**config.mk**
```make
export PLATFORM = sky130hd
export DESIGN_NAME = periodic_tick_timer
export DESIGN_NICKNAME = d
export VERILOG_FILES = /design/src/rtl/ptt_pkg.sv /design/src/rtl/ptt_cmd_decode.sv /design/src/rtl/ptt_divider.sv /design/src/rtl/ptt_tick_counter.sv /design/src/rtl/ptt_irq_gen.sv /design/src/rtl/periodic_tick_timer.sv
export SDC_FILE = /design/constraint.sdc
export NUM_CORES = 1
export LEC_CHECK = 0
export ABC_CLOCK_PERIOD_IN_PS = 4300
export BUFFER_PORTS_ARGS = -buffer_cell sky130_fd_sc_hd__clkbuf_2
export CORE_MARGIN = 3
export CORE_UTILIZATION = 50
export CTS_BUF_LIST = sky130_fd_sc_hd__clkbuf_16
export CTS_CLUSTER_DIAMETER = 60
export DETAILED_ROUTE_END_ITERATION = 8
export PLACE_DENSITY = 0.78
export SLEW_MARGIN = 20
export SYNTH_ARGS = -nofsm -noshare
export SYNTH_HDL_FRONTEND = slang
export SYNTH_SLANG_ARGS = --single-unit
export TNS_END_PERCENT = 10
```
**constraint.sdc**
```tcl
create_clock -name clk -period 4.3 [get_ports clk]
set_input_delay 0.215 -clock clk [delete_from_list [all_inputs] [get_ports clk]]
set_output_delay 0.215 -clock clk [all_outputs]
set_load 0.03 [all_outputs]
```
**src/rtl/ptt_pkg.sv**
```systemverilog
package ptt_pkg;
  localparam int unsigned WORD_W = 16;
  typedef logic [WORD_W-1:0] word_t;

  typedef enum logic [WORD_W-1:0] {
    CMD_SET_RATE   = 16'd0,
    CMD_READ_TICKS = 16'd1,
    CMD_SET_MSG    = 16'd2
  } cmd_e;

  typedef struct packed {
    logic set_rate;
    logic read_ticks;
    logic set_msg;
  } cmd_dec_t;
endpackage

```
**src/rtl/ptt_cmd_decode.sv**
```systemverilog
module ptt_cmd_decode
  import ptt_pkg::*;
(
  input  logic     valid,
  input  word_t    code,
  output cmd_dec_t dec
);
  always_comb begin
    dec = '0;
    if (valid) begin
      unique case (code)
        CMD_SET_RATE:   dec.set_rate   = 1'b1;
        CMD_READ_TICKS: dec.read_ticks = 1'b1;
        CMD_SET_MSG:    dec.set_msg    = 1'b1;
        default:        dec = '0;
      endcase
    end
  end
endmodule

```
**src/rtl/ptt_divider.sv**
```systemverilog
module ptt_divider #(
  parameter int unsigned W = 16
) (
  input  logic         clk,
  input  logic         rst,
  input  logic         base_pulse,
  input  logic         load,
  input  logic [W-1:0] load_val,
  output logic [W-1:0] divisor_q,
  output logic         tick_evt
);
  logic [W-1:0] count_q;
  logic [W:0]   count_nx;
  logic         running;

  assign running  = (divisor_q != '0);
  assign count_nx = {1'b0, count_q} + 1'b1;
  assign tick_evt = base_pulse && running && (count_nx >= {1'b0, divisor_q});

  always_ff @(posedge clk) begin
    if (rst) begin
      divisor_q <= '0;
      count_q   <= '0;
    end else begin
      if (load) divisor_q <= load_val;
      if (base_pulse && running) begin
        if (tick_evt) count_q <= '0;
        else          count_q <= count_nx[W-1:0];
      end
    end
  end
endmodule

```
**src/rtl/ptt_tick_counter.sv**
```systemverilog
module ptt_tick_counter #(
  parameter int unsigned W = 16
) (
  input  logic         clk,
  input  logic         rst,
  input  logic         tick_evt,
  input  logic         read_req,
  output logic [W-1:0] ticks_q,
  output logic [W-1:0] result_q
);
  logic [W-1:0] ticks_nx;

  assign ticks_nx = ticks_q + {{(W-1){1'b0}}, tick_evt};

  always_ff @(posedge clk) begin
    if (rst) begin
      ticks_q  <= '0;
      result_q <= '0;
    end else if (read_req) begin
      result_q <= ticks_nx;
      ticks_q  <= '0;
    end else begin
      ticks_q  <= ticks_nx;
    end
  end
endmodule

```
**src/rtl/ptt_irq_gen.sv**
```systemverilog
module ptt_irq_gen #(
  parameter int unsigned W = 16
) (
  input  logic         clk,
  input  logic         rst,
  input  logic         tick_evt,
  input  logic         load,
  input  logic [W-1:0] load_val,
  output logic         irq_valid,
  output logic [W-1:0] irq_msg
);
  logic [W-1:0] msg_q;

  always_ff @(posedge clk) begin
    if (rst) begin
      msg_q     <= '0;
      irq_valid <= 1'b0;
      irq_msg   <= '0;
    end else begin
      if (load) msg_q <= load_val;
      irq_valid <= tick_evt && (msg_q != '0);
      if (tick_evt) irq_msg <= msg_q;
    end
  end
endmodule

```
**src/rtl/periodic_tick_timer.sv**
```systemverilog
module periodic_tick_timer
  import ptt_pkg::*;
#(
  parameter logic [31:0] HW_ID      = 32'h12d0b402,
  parameter logic [31:0] HW_VENDOR  = 32'h1c6c8b36,
  parameter logic [15:0] HW_VERSION = 16'd2
) (
  input  logic        clk,
  input  logic        rst,
  input  logic        base_pulse,
  input  logic        cmd_valid,
  input  logic [15:0] cmd_code,
  input  logic [15:0] cmd_arg,
  output logic [15:0] result,
  output logic        irq_valid,
  output logic [15:0] irq_msg,
  output logic [31:0] dev_id,
  output logic [31:0] dev_vendor,
  output logic [15:0] dev_version
);
  cmd_dec_t dec;
  word_t    divisor_q;
  word_t    ticks_q;
  logic     tick_evt;

  assign dev_id      = HW_ID;
  assign dev_vendor  = HW_VENDOR;
  assign dev_version = HW_VERSION;

  ptt_cmd_decode u_dec (
    .valid (cmd_valid),
    .code  (cmd_code),
    .dec   (dec)
  );

  ptt_divider #(.W(WORD_W)) u_div (
    .clk        (clk),
    .rst        (rst),
    .base_pulse (base_pulse),
    .load       (dec.set_rate),
    .load_val   (cmd_arg),
    .divisor_q  (divisor_q),
    .tick_evt   (tick_evt)
  );

  ptt_tick_counter #(.W(WORD_W)) u_cnt (
    .clk      (clk),
    .rst      (rst),
    .tick_evt (tick_evt),
    .read_req (dec.read_ticks),
    .ticks_q  (ticks_q),
    .result_q (result)
  );

  ptt_irq_gen #(.W(WORD_W)) u_irq (
    .clk       (clk),
    .rst       (rst),
    .tick_evt  (tick_evt),
    .load      (dec.set_msg),
    .load_val  (cmd_arg),
    .irq_valid (irq_valid),
    .irq_msg   (irq_msg)
  );
endmodule

```
Word level (Yosys, flattened, before mapping)
Index checks and enable logic that the tools add are counted.
- reduce and logical (&&, ||, !) cells: 7
- $add $sub $neg: 2
- muxes and demuxes: 5
- eq/ne operators: 2
- order comparisons: 1
- operators with widths (cell ; number):
    16-bit nonzero test ; 2
    16-bit by 1-bit adder with 17-bit output, second input constant ; 1
    17-bit by 16-bit >= comparator with 1-bit output ; 1
    16-bit by 1-bit adder with 16-bit output ; 1
    16-bit by 1-bit == test with 1-bit output, second input constant ; 1
    16-bit by 2-bit == test with 1-bit output, second input constant ; 1
    16-bit logical NOT ; 1
    16-bit 2-to-1 mux ; 1
    1-bit logical AND ; 3
    1-bit 2-to-1 mux ; 3
    3-bit 2-to-1 mux ; 1
    2-bit OR reduction ; 1
- logic and storage cells: 24
- input bits: 36
- bits in registers: 97

Logic depth before layout (Yosys ltp)
Gate-level depths: netlist (run 1).
- word-level depth: 4
- depth in mapped cells: 20
- depth with buffers taken out: 18

Modules after synthesis
Synthesis (run 1) repeated with hierarchy kept, for this count alone.
- cells, all modules: 560
- area total of the unflattened synthesis: 5327.6 µm²
- by module, submodules not included (module ; area each (µm²) ; sequential area each (µm²) ; cells an instance ; times used):
    ptt_divider ; 2153.3 ; 640.6 ; 222 ; 1
    ptt_tick_counter ; 1247.4 ; 640.6 ; 137 ; 1
    ptt_irq_gen ; 1222.4 ; 660.6 ; 111 ; 1
    periodic_tick_timer ; 608.1 ; 0.0 ; 82 ; 1
    ptt_cmd_decode ; 96.3 ; 0.0 ; 8 ; 1

Worst setup path before layout (run 1)
OpenSTA, ideal clock, no wires.
- path type: reg2reg
- start: register u_div.count_q[0]
- end: register u_cnt.result_q[15]
- arrival: 3.881 ns
- library setup time: 0.070 ns
- path slack: 0.348 ns
- buffers on the path: 1
- period minus slack after synthesis: 3.952 ns
- stages on the path, launching flop included: 19
- cells stage by stage: dfxtp_1 -> ha_1 -> nand2_1 -> nor4_4 -> nand3_1 -> xnor2_1 -> ha_1 -> nand3_1 -> or2_2 -> o211a_1 -> clkbuf_1 -> nor2_1 -> ha_1 -> nand2_1 -> nor4_1 -> nand3_1 -> xnor2_1 -> nand2_1 -> a21oi_1
- cells in the longest elaborated chain, start to end: 4
- RTL lines (element ; line ; text):
    start, declared ; ptt_divider.sv:12 ; logic [W-1:0] count_q;
    start signal, assigned ; ptt_divider.sv:28 ; else count_q <= count_nx[W-1:0];
    16-bit by 1-bit adder with 17-bit output ; ptt_divider.sv:17 ; assign count_nx = {1'b0, count_q} + 1'b1;
    17-bit by 16-bit >= comparator with 1-bit output ; ptt_divider.sv:18 ; assign tick_evt = base_pulse && running && (count_nx >= {1'b0, divisor_q});
    1-bit logical AND ; ptt_divider.sv:18 ;
    via tick_evt ; periodic_tick_timer.sv:24 ; logic tick_evt;
    16-bit by 1-bit adder with 16-bit output ; ptt_tick_counter.sv:13 ; assign ticks_nx = ticks_q + {{(W-1){1'b0}}, tick_evt};
    end signal, assigned ; ptt_tick_counter.sv:20 ; result_q <= ticks_nx;
    end, declared ; ptt_tick_counter.sv:9 ; output logic [W-1:0] result_q
The timed path passes the listed nets, and every way through them passes these cells.
A chain may end at the register's enable or synchronous reset.

Worst setup path in the final report (run 1)
- start: register u_div.count_q[1]
- end: register u_cnt.result_q[13]
Same word-level chain as after synthesis.

==> results of run 1 <==
per-stage QoR:
step / instance area [µm²] / power (mW) / worst slack (ps) / util (%)
finish: 5500 / 1.81 / 337 / 56.0
global route: 5500 / 1.87 / 25.1 / 56.0
CTS: 5460 / 1.83 / 2.65 / 55.6
detailed placement: 5170 / 1.05 / 119 / 52.7
global placement: 5170 / 1.05 / 369 / 52.7
floorplan: 5360 / 1.08 / 348 / -
state kept, by name, indices dropped and copies added, names as in the netlist:
signal           flops
u_div.count_q       16
u_div.divisor_q     16
u_cnt.ticks_q       16
u_cnt.result_q      16
u_irq.irq_valid      1
u_irq.irq_msg       16
u_irq.msg_q         16
layer usage:
metal	up-vias	wire, µm
met5	-	0
met4	0	106
met3	11	648
met2	116	5710
met1	1947	4650
li1	2051	-
power by group through the flow:
stage / sequential, mW / combinational, mW / clock, mW
2_1_floorplan: 0.918 / 0.163 / 0
3_3_place_gp: 0.918 / 0.129 / 0
3_5_place_dp: 0.918 / 0.129 / 0
4_1_cts: 0.897 / 0.129 / 0.799
5_1_grt: 0.897 / 0.140 / 0.832
6_report: 0.897 / 0.132 / 0.784
worst max path at each step:
| stage | slack (ps) | end | start |
|---|---|---|---|
| after floorplan | 350 | u_cnt.result_q[15] | u_div.count_q[0] |
| after global placement | 370 | u_cnt.result_q[15] | u_div.count_q[0] |
| after detailed placement | 120 | u_cnt.result_q[15] | u_div.count_q[0] |
| after CTS | 3 | u_cnt.result_q[13] | u_div.count_q[0] |
| after global routing | 30 | u_cnt.result_q[13] | u_div.count_q[1] |
| final | 340 | u_cnt.result_q[13] | u_div.count_q[1] |
cell families (layout without fill, tap and decap cells):
group	after synthesis	after routing	synth area share, %
AO/OA/AOI/OAI	100	100	13.2
XOR/XNOR	28	28	4.84
adder cells (fa/ha/maj)	19	19	4.69
buffers and inverters	125	107	15.8
flip-flops	97	97	38.3
other	2	80	0.148
AND/OR/NAND/NOR	244	244	23.0
layout by cell type (no fill, tap or decap), drive strengths merged, types with 2 or more instances in the layout:
cell and n:
clkinv 2, nand2 107, nand2b 2, nor4 13, o21ai 3, a31oi 11, a22o 16, conb 80
a21oi 59, dfxtp 97, xor2 12, nand4b 3, and2 2, and3 4, or3 3, inv 23
or4 6, ha 19, nor3 6, buf 5, nor2 42, nor2b 5, clkbuf 77, a211oi 3
nand4 11, nand3b 4, xnor2 16, nand3 30
critical path: cells and delay by family, from the launching register on:
family	cells	cell delay, ps
flops	1	390
simple gates	10	1820
compound gates	2	430
xor+xnor	2	400
fa+ha+maj	3	820
area by class of cell:
| type | instances | area (µm²) |
|---|---|---|
| flip-flops and latches | 97 | 1940 |
| fillers | 904 | 4320 |
| clock inverters | 7 | 68.8 |
| clock buffers | 9 | 225 |
| inverters | 18 | 67.6 |
| well taps | 133 | 166 |
| repair buffers | 73 | 378 |
| multi-input cells | 471 | 2650 |
==> results.json, run 1 <==
{
  "status": "complete, no violations",
  "grt_pass1_vias": 3952,
  "fin_cells": 808,
  "slew_headroom_pct": 33.9,
  "overflow": 0,
  "ant_nets": 0,
  "setup_viol": 0,
  "internal_power_mw": 1.32,
  "dp_cells": 792,
  "yosysWarnings": 0,
  "use_met2_pct": 33.9,
  "hpwlAfterDp_um": 8200,
  "path_class": "flop to flop",
  "synth-edff-count": 0,
  "portBuffers": 68,
  "r2r-start": "u_div.count_q[1]",
  "required_ps": 4550,
  "power_switching_uw": 490,
  "ys_ff_latch": 97,
  "grt_max_degree": 47,
  "grtUsageMet1_pct": 23.4,
  "syn_area_um2": 5070,
  "yosys.area.top_type": "dfxtp_1",
  "routedWlPerCell_um": 13.8,
  "fin_skew_ps": 8.67,
  "die_h_um": 107,
  "cts_buffers": 9,
  "syn_inst": 615,
  "antenna_found_initial": 0,
  "clock-sinks": 97,
  "syn_area_per_cell_um2": 8.24,
  "worst_r2r_endpoint": "u_cnt.result_q[13]",
  "reg2reg_depth": 17,
  "drv_cap": 0,
  "worstMarginPinSlew_ps": 992,
  "power_density_nw_per_um2": 330,
  "p_sw_share_pct": 27.0,
  "cp.arrival_ps": 4210,
  "cp_slowest_cell": "dfxtp_1",
  "routabilityCongestion": 0.869,
  "cts_root_buf": "clkbuf_16",
  "worstHoldStart": "cmd_arg[3]",
  "drive_above_1_share_pct": 15.7,
  "yosysMostFrequentCell": "nand2_1",
  "grt.busiest_layer": "met2",
  "viasPerCell": 5.11,
  "first_iter_violations": 298,
  "cts_hold_buf": 0,
  "fin_crit_ps": 3960,
  "ctsHtreeMaxLevel": 3,
  "fmax_ghz": 0.252,
  "yosys-top-cells-area": "dfxtp_1, buf_4, nand2_1, a21oi_1, ha_1",
  "startpoint_type": "flop",
  "clock_path_buffers": 2,
  "num_antenna_cells": 0,
  "synthFlopType": "dfxtp_1",
  "min_to": "u_irq.msg_q[3]",
  "finalWirelength_um": 11100,
  "r2r_setup_slack_ps": 340,
  "finalHoldViolations": 0,
  "drc": 0,
  "die-width_um": 107,
  "die_area_um2": 11400,
  "path_clk_slew_ps": 70,
  "hold_class": "primary input to flop",
  "synth-async-reset-ratio_pct": 0,
  "syn2layout_area_growth_pct": 8.55,
  "fin_tns_setup_ps": 0,
  "placementRows": 36,
  "drtPass1Iterations": 4,
  "drv_slew": 0,
  "grt_pass1_wl_um": 18300,
  "insertion_delay_ps": 340,
  "rsz0062_at_grt": "false",
  "fin_nets": 725,
  "synth_top_area_share_pct": 38.3,
  "crit_chain": "ha_2 > nand2_1 > nor4_4 > nand3_1 > xnor2_1 > ha_1 > nand3_1 > or2_2 > o211a_1 > nor2_1 > ha_2 > nand2_1 > nor4_4 > nand3_1 > xnor2_1 > nand2_1 > a21oi_1",
  "p_seq_share_pct": 49.5,
  "max_stage_delay_ps": 390,
  "vias": 4125,
  "worst-path-max-fanout": 6,
  "ir_drop_v": 0.000325,
  "ys_seq_area_share_pct": 38.3,
  "cts_tree": "done",
  "pwr-share-clk_pct": 43.2,
  "start_util_pct": 51.6,
  "hold_depth": 3,
  "cts-resized-gates": 0,
  "gr-usage-met3_pct": 4.70,
  "coreArea_um2": 9820,
  "grt_use_total_pct": 19.4,
  "synth_cell_types": 47,
  "ioPinCount": 149,
  "pwr-share-comb_pct": 7.3,
  "p_leak_nw": 2.23,
  "postCtsSetupBuffers": 0,
  "end_kind": "flop",
  "fin_hold_ws_ps": 124,
  "synthTopCellsByCount": "nand2_1, dfxtp_1, buf_4",
  "fin_crit_sh_pct": 92.2
}
No activity file was read; power rests on OpenSTA's default activity.
==> run 2: changes to the inputs <==
==> constraint.sdc (replaced) <==
create_clock -name clk -period 4.3 [get_ports clk]
set_input_delay 1.29 -clock clk [delete_from_list [all_inputs] [get_ports clk]]
set_output_delay 1.29 -clock clk [all_outputs]
set_load 0.03 [all_outputs]
==> run 2 against run 1 <==
Core utilization decreased by 0.064 points. Sequential power about the same. Cell area decreased by 0.11%. Maximum frequency decreased by 0.32%. Worst setup slack got worse by 13 ps. Clock-buffer cell count unchanged. Critical path type unchanged. Largest power group unchanged. Highest routed layer unchanged.
==> results.json, run 2 (synthesized netlist as in run 1, its figures left out) <==
{
  "ctsHtreeMaxLevel": 3,
  "die_area_um2": 11400,
  "fillers": 912,
  "hold_class": "flop to flop",
  "grt_pass1_wl_um": 18300,
  "coreArea_um2": 9820,
  "worstMarginPinSlew_ps": 758,
  "worst_r2r_endpoint": "u_cnt.result_q[14]",
  "grt_max_degree": 43,
  "fin_cells": 809,
  "ir_drop_v": 0.000232,
  "finalHoldViolations": 0,
  "fmax_ghz": 0.252,
  "viasPerCell": 5.07,
  "fin_crit_sh_pct": 92.4,
  "die-width_um": 107,
  "cts-resized-gates": 0,
  "reg2reg_depth": 17,
  "utilization_pct": 55.9,
  "min_to": "u_cnt.result_q[15]",
  "routed-wl-met3_um": 606,
  "r2r_setup_slack_ps": 320,
  "clock_path_buffers": 2,
  "portBuffers": 68,
  "status": "complete, no violations",
  "power_mw": 1.83,
  "hpwlAfterDp_um": 8230,
  "fin_crit_ps": 3980,
  "postCtsSetupBuffers": 0,
  "first_iter_violations": 217,
  "rsz0062_at_grt": "true",
  "fin_skew_ps": 10.9,
  "slew_headroom_pct": 49.4,
  "fin_hold_ws_ps": 462,
  "cts_tree": "done",
  "finalWirelength_um": 10900,
  "routedWlPerCell_um": 13.5,
  "drc": 0,
  "fin_nets": 726,
  "overflow": 0,
  "start_util_pct": 51.6,
  "grt_pass1_vias": 3979,
  "drtPass1Iterations": 4,
  "ioPinCount": 149,
  "vias": 4101,
  "p_leak_nw": 2.23,
  "antenna_found_initial": 0,
  "dp_cells": 793,
  "drv_slew": 0,
  "die_h_um": 107,
  "worst-path-max-fanout": 7,
  "cts_root_buf": "clkbuf_16",
  "path_class": "flop to flop",
  "startpoint_type": "flop",
  "placementRows": 36,
  "required_ps": 4570,
  "routabilityCongestion": 0.871,
  "wl_met2_um": 5630,
  "insertion_delay_ps": 350,
  "syn2layout_area_growth_pct": 8.42,
  "cp.arrival_ps": 4250,
  "drive_above_1_share_pct": 15.2,
  "place_area_um2": 5180,
  "power_density_nw_per_um2": 334,
  "grt_use_total_pct": 19.5,
  "num_antenna_cells": 0,
  "path_clk_slew_ps": 70,
  "final_cell_mix": "nand2_1, dfxtp_1, conb_1",
  "cts_buffers": 9,
  "drv_cap": 0,
  "end_kind": "flop",
  "worstHoldStart": "u_cnt.result_q[15]",
  "design_area_um2": 5490,
  "m1WireLength_um": 4590,
  "cts_hold_buf": 0,
  "setup_viol": 0,
  "final_common_cell": "nand2_1",
  "routed.top_layer": "met4",
  "r2r-start": "u_div.count_q[0]",
  "clock-sinks": 97,
  "hold_depth": 2,
  "ant_nets": 0
}
[run 2: cell types whose count changed in the layout (fill, tap and decap cells not counted), sizes merged]
cell    delta
buf        +1
clkinv     +1
inv        -1
[run 2: how the worst max path moves through the flow]
stage,startpoint,end,slack (ps),cells after the start
floorplan,u_div.count_q[0],u_cnt.result_q[15],350,18
global placement,u_div.count_q[0],u_cnt.result_q[13],400,17
detailed placement,u_div.count_q[0],u_cnt.result_q[13],160,17
CTS,u_div.count_q[0],u_cnt.result_q[13],150,17
global route,u_div.count_q[0],u_cnt.result_q[14],-50,17
finish,u_div.count_q[0],u_cnt.result_q[14],320,17
[run 2: final cells by class]
cell class	count	area (µm²)	share of cell area [%]
Clock buffer	9	225	4.10
Multi-Input combinational cell	471	2630	47.8
Tap cell	133	166	3.03
Sequential cell	97	1940	35.4
Timing Repair Buffer	74	385	7.02
Clock inverter	7	81.3	1.48
Inverter	18	67.6	1.23
[run 2: per-stage QoR]
step / TNS [ps] / setup WS [ps]
after CTS: 0 / 146
final: 0 / 325
after floorplan: 0 / 348
after global placement: 0 / 399
after detailed placement: 0 / 160
after global routing: -107 / -54.3
[run 2: routing by layer]
layer | GRT usage (%) | vias up
li1 | - | 2050
met1 | 23.1 | 1920
met2 | 35.2 | 123
met3 | 4.58 | 8
met4 | 4.93 | 0
met5 | 0 | -
[run 2: where the power goes]
part           switching (mW)  internal, mW  leakage (nW)
Combinational           0.117        0.0155          1.30
Clock                   0.389         0.416         0.150
Sequential         0.00000222         0.897         0.781
[run 2: critical path: stages, from the launching register on]
cell and delay (ps):
dfxtp_1 440, ha_2 280, nand2_1 100, nor4_4 310, nand3_1 170, xnor2_1 170, ha_1 300, nand3_1 110
or2_2 390, o211a_1 260, nor2_1 90, ha_1 220, ha_1 290, nand2_1 110, and3b_1 250, xor2_1 180
nand2_1 70, a21oi_1 170
